==> config.mk <==
export PLATFORM = sky130hd
export DESIGN_NAME = adc_conv_sequencer
export DESIGN_NICKNAME = d
export VERILOG_FILES = /design/src/rtl/adcseq_pkg.sv /design/src/rtl/adcseq_sclk_gen.sv /design/src/rtl/adcseq_shifter.sv /design/src/rtl/adcseq_gap_timer.sv /design/src/rtl/adc_conv_sequencer.sv
export SDC_FILE = /design/constraint.sdc
export NUM_CORES = 1
export LEC_CHECK = 0
export BUFFER_PORTS_ARGS = -buffer_cell sky130_fd_sc_hd__buf_2
export CORE_MARGIN = 1
export CORE_UTILIZATION = 53
export DETAILED_ROUTE_END_ITERATION = 8
export GPL_TIMING_DRIVEN = 0
export HOLD_SLACK_MARGIN = 0.15
export MAX_ROUTING_LAYER = met4
export PLACE_DENSITY = 0.83
export SLEW_MARGIN = 20
export SYNTH_ARGS = -nofsm -noshare
export SYNTH_HDL_FRONTEND = slang
export SYNTH_SLANG_ARGS = --single-unit
==> constraint.sdc <==
create_clock -name clk -period 2.84 [get_ports clk]
set_clock_uncertainty 0.1 [all_clocks]
set_input_delay 0.71 -clock clk [delete_from_list [all_inputs] [get_ports clk]]
set_output_delay 0.71 -clock clk [all_outputs]
set_load 0.02 [all_outputs]
==> src/rtl/adcseq_pkg.sv <==
package adcseq_pkg;
  localparam int CH_W  = 4;
  localparam int CMD_W = 8;
  localparam int RD_W  = 16;

  typedef enum logic [1:0] {
    S_IDLE = 2'd0,
    S_CMD  = 2'd1,
    S_GAP  = 2'd2,
    S_READ = 2'd3
  } seq_state_e;

  // Conversion command byte: start bit, channel, two zero bits, temperature flag.
  function automatic logic [CMD_W-1:0] mk_cmd(input logic [CH_W-1:0] ch, input logic temp);
    return {1'b1, ch, 2'b00, temp};
  endfunction
endpackage

==> src/rtl/adcseq_sclk_gen.sv <==
module adcseq_sclk_gen #(
  parameter int HALF = 2
) (
  input  logic clk,
  input  logic rst_n,
  input  logic run_i,
  output logic sclk_o,
  output logic rise_o,
  output logic bit_end_o
);
  localparam int PH_N = 2 * HALF;
  localparam int PH_W = (PH_N > 2) ? $clog2(PH_N) : 1;

  logic [PH_W-1:0] ph_q, ph_d;

  always_comb begin
    ph_d = ph_q;
    if (!run_i)                          ph_d = '0;
    else if (ph_q == PH_W'(PH_N - 1))    ph_d = '0;
    else                                 ph_d = ph_q + 1'b1;
  end

  always_ff @(posedge clk or negedge rst_n) begin
    if (!rst_n) ph_q <= '0;
    else        ph_q <= ph_d;
  end

  // Rising SCLK edge coincides with the clock edge leaving phase HALF-1.
  assign rise_o    = run_i && (ph_q == PH_W'(HALF - 1));
  assign bit_end_o = run_i && (ph_q == PH_W'(PH_N - 1));
  assign sclk_o    = run_i && (ph_q >= PH_W'(HALF));
endmodule

==> src/rtl/adcseq_shifter.sv <==
module adcseq_shifter #(
  parameter int TX_W = 8,
  parameter int RX_W = 16
) (
  input  logic            clk,
  input  logic            rst_n,
  input  logic            load_i,
  input  logic [TX_W-1:0] load_byte_i,
  input  logic            shift_i,
  input  logic            sample_i,
  input  logic            sdi_i,
  output logic            sdo_o,
  output logic [RX_W-1:0] rx_o
);
  logic [TX_W-1:0] tx_q, tx_d;
  logic [RX_W-1:0] rx_q, rx_d;

  always_comb begin
    tx_d = tx_q;
    if (load_i)       tx_d = load_byte_i;
    else if (shift_i) tx_d = {tx_q[TX_W-2:0], 1'b0};
    rx_d = rx_q;
    if (sample_i)     rx_d = {rx_q[RX_W-2:0], sdi_i};
  end

  always_ff @(posedge clk or negedge rst_n) begin
    if (!rst_n) begin
      tx_q <= '0;
      rx_q <= '0;
    end else begin
      tx_q <= tx_d;
      rx_q <= rx_d;
    end
  end

  assign sdo_o = tx_q[TX_W-1];
  assign rx_o  = rx_q;
endmodule

==> src/rtl/adcseq_gap_timer.sv <==
module adcseq_gap_timer #(
  parameter int WAIT_CYC  = 3250,
  parameter int LIMIT_CYC = 5000
) (
  input  logic clk,
  input  logic rst_n,
  input  logic run_i,
  output logic done_o
);
  localparam int CNT_W = $clog2(LIMIT_CYC + 1);

  logic [CNT_W-1:0] cnt_q, cnt_d;

  always_comb begin
    cnt_d = cnt_q;
    if (run_i) cnt_d = cnt_q + 1'b1;
    else       cnt_d = '0;
  end

  always_ff @(posedge clk or negedge rst_n) begin
    if (!rst_n) cnt_q <= '0;
    else        cnt_q <= cnt_d;
  end

  assign done_o = run_i && (cnt_q == CNT_W'(WAIT_CYC - 1));

  AST_GAP_UNDER_LIMIT: assert property (@(posedge clk) disable iff (!rst_n)
    run_i |-> (cnt_q < CNT_W'(LIMIT_CYC)));
endmodule

==> src/rtl/adc_conv_sequencer.sv <==
module adc_conv_sequencer import adcseq_pkg::*; #(
  parameter int CLK_HZ     = 50_000_000,
  parameter int SCLK_HALF  = 2,
  parameter int WAKE_US    = 65,
  parameter int GAP_MAX_US = 100,
  parameter int TEMP_BYTES = 24,
  parameter int SMP_W      = 10
) (
  input  logic             clk,
  input  logic             rst_n,
  input  logic             start_i,
  input  logic [CH_W-1:0]  chan_i,
  input  logic             temp_i,
  input  logic             wake_i,
  output logic             busy_o,
  output logic             cs_n_o,
  output logic             sclk_o,
  output logic             din_o,
  input  logic             dout_i,
  output logic [SMP_W-1:0] sample_o,
  output logic             sample_valid_o,
  output logic [RD_W-1:0]  temp_o,
  output logic             temp_valid_o
);
  localparam int CYC_PER_US = CLK_HZ / 1_000_000;
  localparam int WAKE_CYC   = CYC_PER_US * WAKE_US;
  localparam int LIMIT_CYC  = CYC_PER_US * GAP_MAX_US;
  localparam int TEMP_BITS  = TEMP_BYTES * 8;
  localparam int CNT_W      = $clog2(TEMP_BITS);
  localparam int HALF_RD    = RD_W / 2;

  // Reset: asserted asynchronously, released on the clock.
  logic [1:0] rsync_q;
  logic       rst_int_n;
  always_ff @(posedge clk or negedge rst_n) begin
    if (!rst_n) rsync_q <= 2'b00;
    else        rsync_q <= {rsync_q[0], 1'b1};
  end
  assign rst_int_n = rsync_q[1];

  seq_state_e       state_q, state_d;
  logic [CNT_W-1:0] bit_q, bit_d;
  logic             cur_temp_q, cur_temp_d, cur_wake_q, cur_wake_d;
  logic             chain_q, chain_d;
  logic             pend_v_q, pend_v_d, pend_temp_q, pend_temp_d, pend_wake_q, pend_wake_d;
  logic [CH_W-1:0]  pend_ch_q, pend_ch_d;
  logic [SMP_W-1:0] smp_q, smp_d;
  logic             smp_v_q, smp_v_d;
  logic [RD_W-1:0]  tmp_q, tmp_d;
  logic             tmp_v_q, tmp_v_d;

  logic             run, rise, bit_end, gap_run, gap_done;
  logic             load;
  logic [CMD_W-1:0] load_byte;
  logic [RD_W-1:0]  rx;
  logic             accept_pend, chain_ok;
  logic [CNT_W-1:0] last_bit;

  assign run     = (state_q == S_CMD) || (state_q == S_READ);
  assign gap_run = (state_q == S_GAP);

  adcseq_sclk_gen #(.HALF(SCLK_HALF)) u_sclk (
    .clk(clk), .rst_n(rst_int_n), .run_i(run),
    .sclk_o(sclk_o), .rise_o(rise), .bit_end_o(bit_end));

  adcseq_shifter #(.TX_W(CMD_W), .RX_W(RD_W)) u_shift (
    .clk(clk), .rst_n(rst_int_n), .load_i(load), .load_byte_i(load_byte),
    .shift_i(bit_end), .sample_i(rise), .sdi_i(dout_i),
    .sdo_o(din_o), .rx_o(rx));

  adcseq_gap_timer #(.WAIT_CYC(WAKE_CYC), .LIMIT_CYC(LIMIT_CYC)) u_gap (
    .clk(clk), .rst_n(rst_int_n), .run_i(gap_run), .done_o(gap_done));

  assign last_bit    = cur_temp_q ? CNT_W'(TEMP_BITS - 1) : CNT_W'(RD_W - 1);
  assign accept_pend = start_i && (state_q == S_READ) && !cur_temp_q && !pend_v_q &&
                       (bit_q < CNT_W'(HALF_RD));
  assign chain_ok    = pend_v_q && !pend_temp_q && !pend_wake_q && !cur_temp_q &&
                       (bit_q == CNT_W'(HALF_RD - 1));

  always_comb begin
    state_d     = state_q;
    bit_d       = bit_q;
    cur_temp_d  = cur_temp_q;
    cur_wake_d  = cur_wake_q;
    chain_d     = chain_q;
    pend_v_d    = pend_v_q;
    pend_ch_d   = pend_ch_q;
    pend_temp_d = pend_temp_q;
    pend_wake_d = pend_wake_q;
    smp_d       = smp_q;
    smp_v_d     = 1'b0;
    tmp_d       = tmp_q;
    tmp_v_d     = 1'b0;
    load        = 1'b0;
    load_byte   = '0;

    if (accept_pend) begin
      pend_v_d    = 1'b1;
      pend_ch_d   = chan_i;
      pend_temp_d = temp_i;
      pend_wake_d = wake_i;
    end

    unique case (state_q)
      S_IDLE: begin
        if (pend_v_q) begin
          state_d    = S_CMD;
          bit_d      = '0;
          load       = 1'b1;
          load_byte  = mk_cmd(pend_ch_q, pend_temp_q);
          cur_temp_d = pend_temp_q;
          cur_wake_d = pend_wake_q;
          chain_d    = 1'b0;
          pend_v_d   = 1'b0;
        end else if (start_i) begin
          state_d    = S_CMD;
          bit_d      = '0;
          load       = 1'b1;
          load_byte  = mk_cmd(chan_i, temp_i);
          cur_temp_d = temp_i;
          cur_wake_d = wake_i;
          chain_d    = 1'b0;
        end
      end
      S_CMD: begin
        if (bit_end) begin
          if (bit_q == CNT_W'(CMD_W - 1)) begin
            bit_d   = '0;
            state_d = cur_wake_q ? S_GAP : S_READ;
          end else begin
            bit_d = bit_q + 1'b1;
          end
        end
      end
      S_GAP: begin
        if (gap_done) state_d = S_READ;
      end
      S_READ: begin
        if (bit_end) begin
          if (bit_q == last_bit) begin
            bit_d = '0;
            if (cur_temp_q) begin
              tmp_d   = rx;
              tmp_v_d = 1'b1;
            end else begin
              smp_d   = rx[SMP_W+1:2];
              smp_v_d = 1'b1;
            end
            if (chain_q) begin
              state_d    = S_READ;
              cur_temp_d = 1'b0;
              cur_wake_d = 1'b0;
              chain_d    = 1'b0;
            end else begin
              state_d = S_IDLE;
            end
          end else begin
            bit_d = bit_q + 1'b1;
            if (chain_ok) begin
              load      = 1'b1;
              load_byte = mk_cmd(pend_ch_q, 1'b0);
              chain_d   = 1'b1;
              pend_v_d  = 1'b0;
            end
          end
        end
      end
      default: state_d = S_IDLE;
    endcase
  end

  always_ff @(posedge clk or negedge rst_int_n) begin
    if (!rst_int_n) begin
      state_q     <= S_IDLE;
      bit_q       <= '0;
      cur_temp_q  <= 1'b0;
      cur_wake_q  <= 1'b0;
      chain_q     <= 1'b0;
      pend_v_q    <= 1'b0;
      pend_ch_q   <= '0;
      pend_temp_q <= 1'b0;
      pend_wake_q <= 1'b0;
      smp_q       <= '0;
      smp_v_q     <= 1'b0;
      tmp_q       <= '0;
      tmp_v_q     <= 1'b0;
    end else begin
      state_q     <= state_d;
      bit_q       <= bit_d;
      cur_temp_q  <= cur_temp_d;
      cur_wake_q  <= cur_wake_d;
      chain_q     <= chain_d;
      pend_v_q    <= pend_v_d;
      pend_ch_q   <= pend_ch_d;
      pend_temp_q <= pend_temp_d;
      pend_wake_q <= pend_wake_d;
      smp_q       <= smp_d;
      smp_v_q     <= smp_v_d;
      tmp_q       <= tmp_d;
      tmp_v_q     <= tmp_v_d;
    end
  end

  assign cs_n_o         = !run;
  assign busy_o         = (state_q != S_IDLE) || pend_v_q;
  assign sample_o       = smp_q;
  assign sample_valid_o = smp_v_q;
  assign temp_o         = tmp_q;
  assign temp_valid_o   = tmp_v_q;

  AST_SCLK_QUIET_CS_HIGH: assert property (@(posedge clk) disable iff (!rst_int_n)
    cs_n_o |-> !sclk_o);
  AST_DIN_HOLD_SCLK_HIGH: assert property (@(posedge clk) disable iff (!rst_int_n)
    sclk_o |-> $stable(din_o));
  AST_BUSY_COVERS_CS: assert property (@(posedge clk) disable iff (!rst_int_n)
    !cs_n_o |-> busy_o);
  AST_STROBES_EXCLUSIVE: assert property (@(posedge clk) disable iff (!rst_int_n)
    !(sample_valid_o && temp_valid_o));
  AST_STROBE_AFTER_READ: assert property (@(posedge clk) disable iff (!rst_int_n)
    (sample_valid_o || temp_valid_o) |-> $past(state_q == S_READ));
endmodule

==> impl_results.md <==
* Placer Congestion at 0.850
* Port Buffers at 41
* First-pass GRT wire length at 13200 µm
* TritonCTS Buffers at 9
* Mapped Cells at 335
* Layout filler cell count at 592
* Unrepaired setup endpoints after global routing: no
* Cell Area, Synth at 0.00410 mm²
* Cell taking the most area after synthesis: dfrtp_1
* Hold Slack at 185 ps
* TritonCTS clock tree: done
* Worst Path Arrival at 1850 ps
* TritonRoute pass-1 iters at 4
* Post-route cell area at 0.00468 mm²
* Initial antenna violation count at 0
* Fin. max-slew vios at 0
* P_leak at 2.43 nW
* Synth unique cells at 51
* Pin count of the biggest net entering global routing at 58
* Detailed Place HPWL at 5130 µm
* CP peak stage delay at 450 ps
* Tcrit/Tclk final at 93.6%
* Worst-path fanout max at 10
* Hold Fails Final Rpt at 0
* Synth top cells by count: dfrtp_1, mux2_2, nor2_1, and2_1, nand2_1
* Startpoint types: flip-flop
* CTS sink cnt at 89
* Reg clk slew, reported paths at 100 ps
* Gr usage total at 21.2%
* Row Count at 31
* Pwr Density at 535 mW/mm²
* Main synth FF type: dfrtp_1
* Synthesized flop and latch total at 89
* Max-cap viol count at 0
* Most frequent cell after synthesis: dfrtp_1
* Max Clk Rate at 0.376 GHz
* Max Root-Sink Buffers at 2
* Ratio of cells with drive above 1 in the final layout at 28.4%
* Setup Crit Path Kind: flip-flop to primary output
* Placed cells at 476
* Post-synthesis async set-or-reset flop share at 100%
* Routed wire length at 7570 µm
* Outcome: finished clean
* Post-synthesis net count at 355
* Peak supply drop at 0.288 mV
* Antenna-violating nets left at 0
* P&R area growth vs syn at 14.1%
* Ant. Diodes at 0
* CP Cell Sequence: ha_1 > clkbuf_2 > nor2_2 > nor2_1 > buf_2
* Slew @ Worst Pin at 836 ps
* CP max stage cell: dfrtp_1
* H-tree Lvls at 3
* Seq/Total Area, Yosys at 54.4%
* Core Box Area at 0.00737 mm²
* Synthesized area per cell at 12.2 µm²
* Clock Latency Late Sink at 360 ps
* Req. time, crit path at 2030 ps
* Die area at 0.00809 mm²
* Die X at 89.9 µm
* DR iter-0 viols at 132
* Critical path endpoint category: primary output
* Endpoints failing setup at 0
* Syn. warnings at 0
* Finished Layout Cells at 493
* Vias in the first global route at 2746
* Layout Nets at 409
* Via/cell ratio at 5.45
* Total gr overflow at 0
* Via count at 2685
* Ranking of synthesized cells by area: dfrtp_1, mux2_2, ha_1
* Avg WL per Cell at 15.4 µm
* EDFF count, synth at 0
* # DRC at 0
* Tmin final at 2660 ps
* Yosys top cell area share at 54.4%
* Tightest Hold Check Type: flip-flop to async pin
* Root Driver: clkbuf_8
* Setup TNS at 0 ps
* Chip height at 89.9 µm
* Top Ports at 42
* Relative slew slack at 43.9%
* Initial Utilization at 55.6%
* Post-DP Area at 0.00446 mm²
==> flip-flops by register name, indices dropped and copies added (netlist names), 2 cells and up <==
| signal | count |
|---|---|
| bit_q | 8 |
| pend_ch_q | 4 |
| rsync_q | 2 |
| sample_o | 10 |
| state_q | 2 |
| temp_o | 16 |
| u_gap.cnt_q | 13 |
| u_sclk.ph_q | 2 |
| u_shift.rx_o | 16 |
| u_shift.tx_q | 8 |
==> power by group <==
part / leakage [nW] / internal, W / switching (W) / total, W
clock network: 0.103 / 0.000421 / 0.000484 / 0.000906
registers: 1.17 / 0.00133 / 0.0000621 / 0.00139
logic: 1.16 / 0.000111 / 0.0000919 / 0.000203
total: 2.43 / 0.00186 / 0.000638 / 0.00250
==> final timing paths <==
path / start / endpoint / slack [ps] / cells after the start
worst max-delay path: state_q[0] / sclk_o / 180 / 5
worst min-delay path: rsync_q[1] / temp_o[0] / 180 / 0
worst max register to register: state_q[0] / state_q[0] / 220 / 8
worst min register to register: rsync_q[1] / temp_o[0] / 180 / 0
max in group asynchronous: rsync_q[1] / pend_ch_q[2] / 1820 / 1
min in group clk: rsync_q[0] / rsync_q[1] / 260 / 0
==> metal layers <==
metal	vias to the layer above	routed length, µm	GRT usage [%]
li1	1289	-	-
met1	1330	3560	27.4
met2	59	3640	33.8
met3	7	257	2.96
met4	0	112	9.14
met5	-	0	-
==> placed cells by master (no fill, tap or decap), types with 10 or more instances in the layout <==
cell,netlist,final
and2_1,14,14
buf_2,0,41
dfrtp_1,89,88
ha_1,10,10
inv_1,11,11
mux2_1,10,10
mux2_2,41,41
nand2_1,12,12
nor2_1,20,19
==> final cells by class <==
class                      instances  area, µm²  area share [%]
timing repair buffer              43        243            5.19
clock inverter                     6       76.3            1.63
sequential                        89       2230            47.7
buffer                            13       68.8            1.47
clock buffer                      10        128            2.73
inverter                          11       41.3           0.883
tap                               99        124            2.65
multi-input combinational        222       1760            37.7
==> kinds of logic after synthesis <==
| group | count (synthesis) | share of synthesized area [%] |
|---|---|---|
| adders and majority gates | 10 | 3.05 |
| AOI/OAI and AO/OA | 46 | 8.34 |
| xor gates and xnor gates | 11 | 2.35 |
| other | 1 | 0.0915 |
| DFF | 89 | 54.4 |
| and+or+nand+nor | 94 | 12.9 |
| muxes | 60 | 16.2 |
| buffers and inverters | 24 | 2.66 |
==> worst max-delay path: cells and delay by family, from the launching register on <==
kind,cells,cell delay [ps]
buffers and inverters,2,370
flip-flops,1,450
AND/OR/NAND/NOR,2,440
adder cells (fa/ha/maj),1,240
==> per-stage QoR <==
step           util (%)  total power, W  worst slack, ps
2_1_floorplan         -         0.00156             77.5
3_3_place_gp       60.1         0.00160             -788
3_5_place_dp       60.5         0.00162              124
4_1_cts            63.4         0.00252             92.9
5_1_grt            63.4         0.00261             68.0
6_report           63.4         0.00250              182
==> what timing repair did <==
action	in CTS	in global routing
endpoints found under the setup margin	2	1
gates resized for setup	1	2
hold buffers	1	0
buffers inserted	0	0
endpoints found under the hold margin	2	0
No activity file was read; power rests on OpenSTA's default activity.
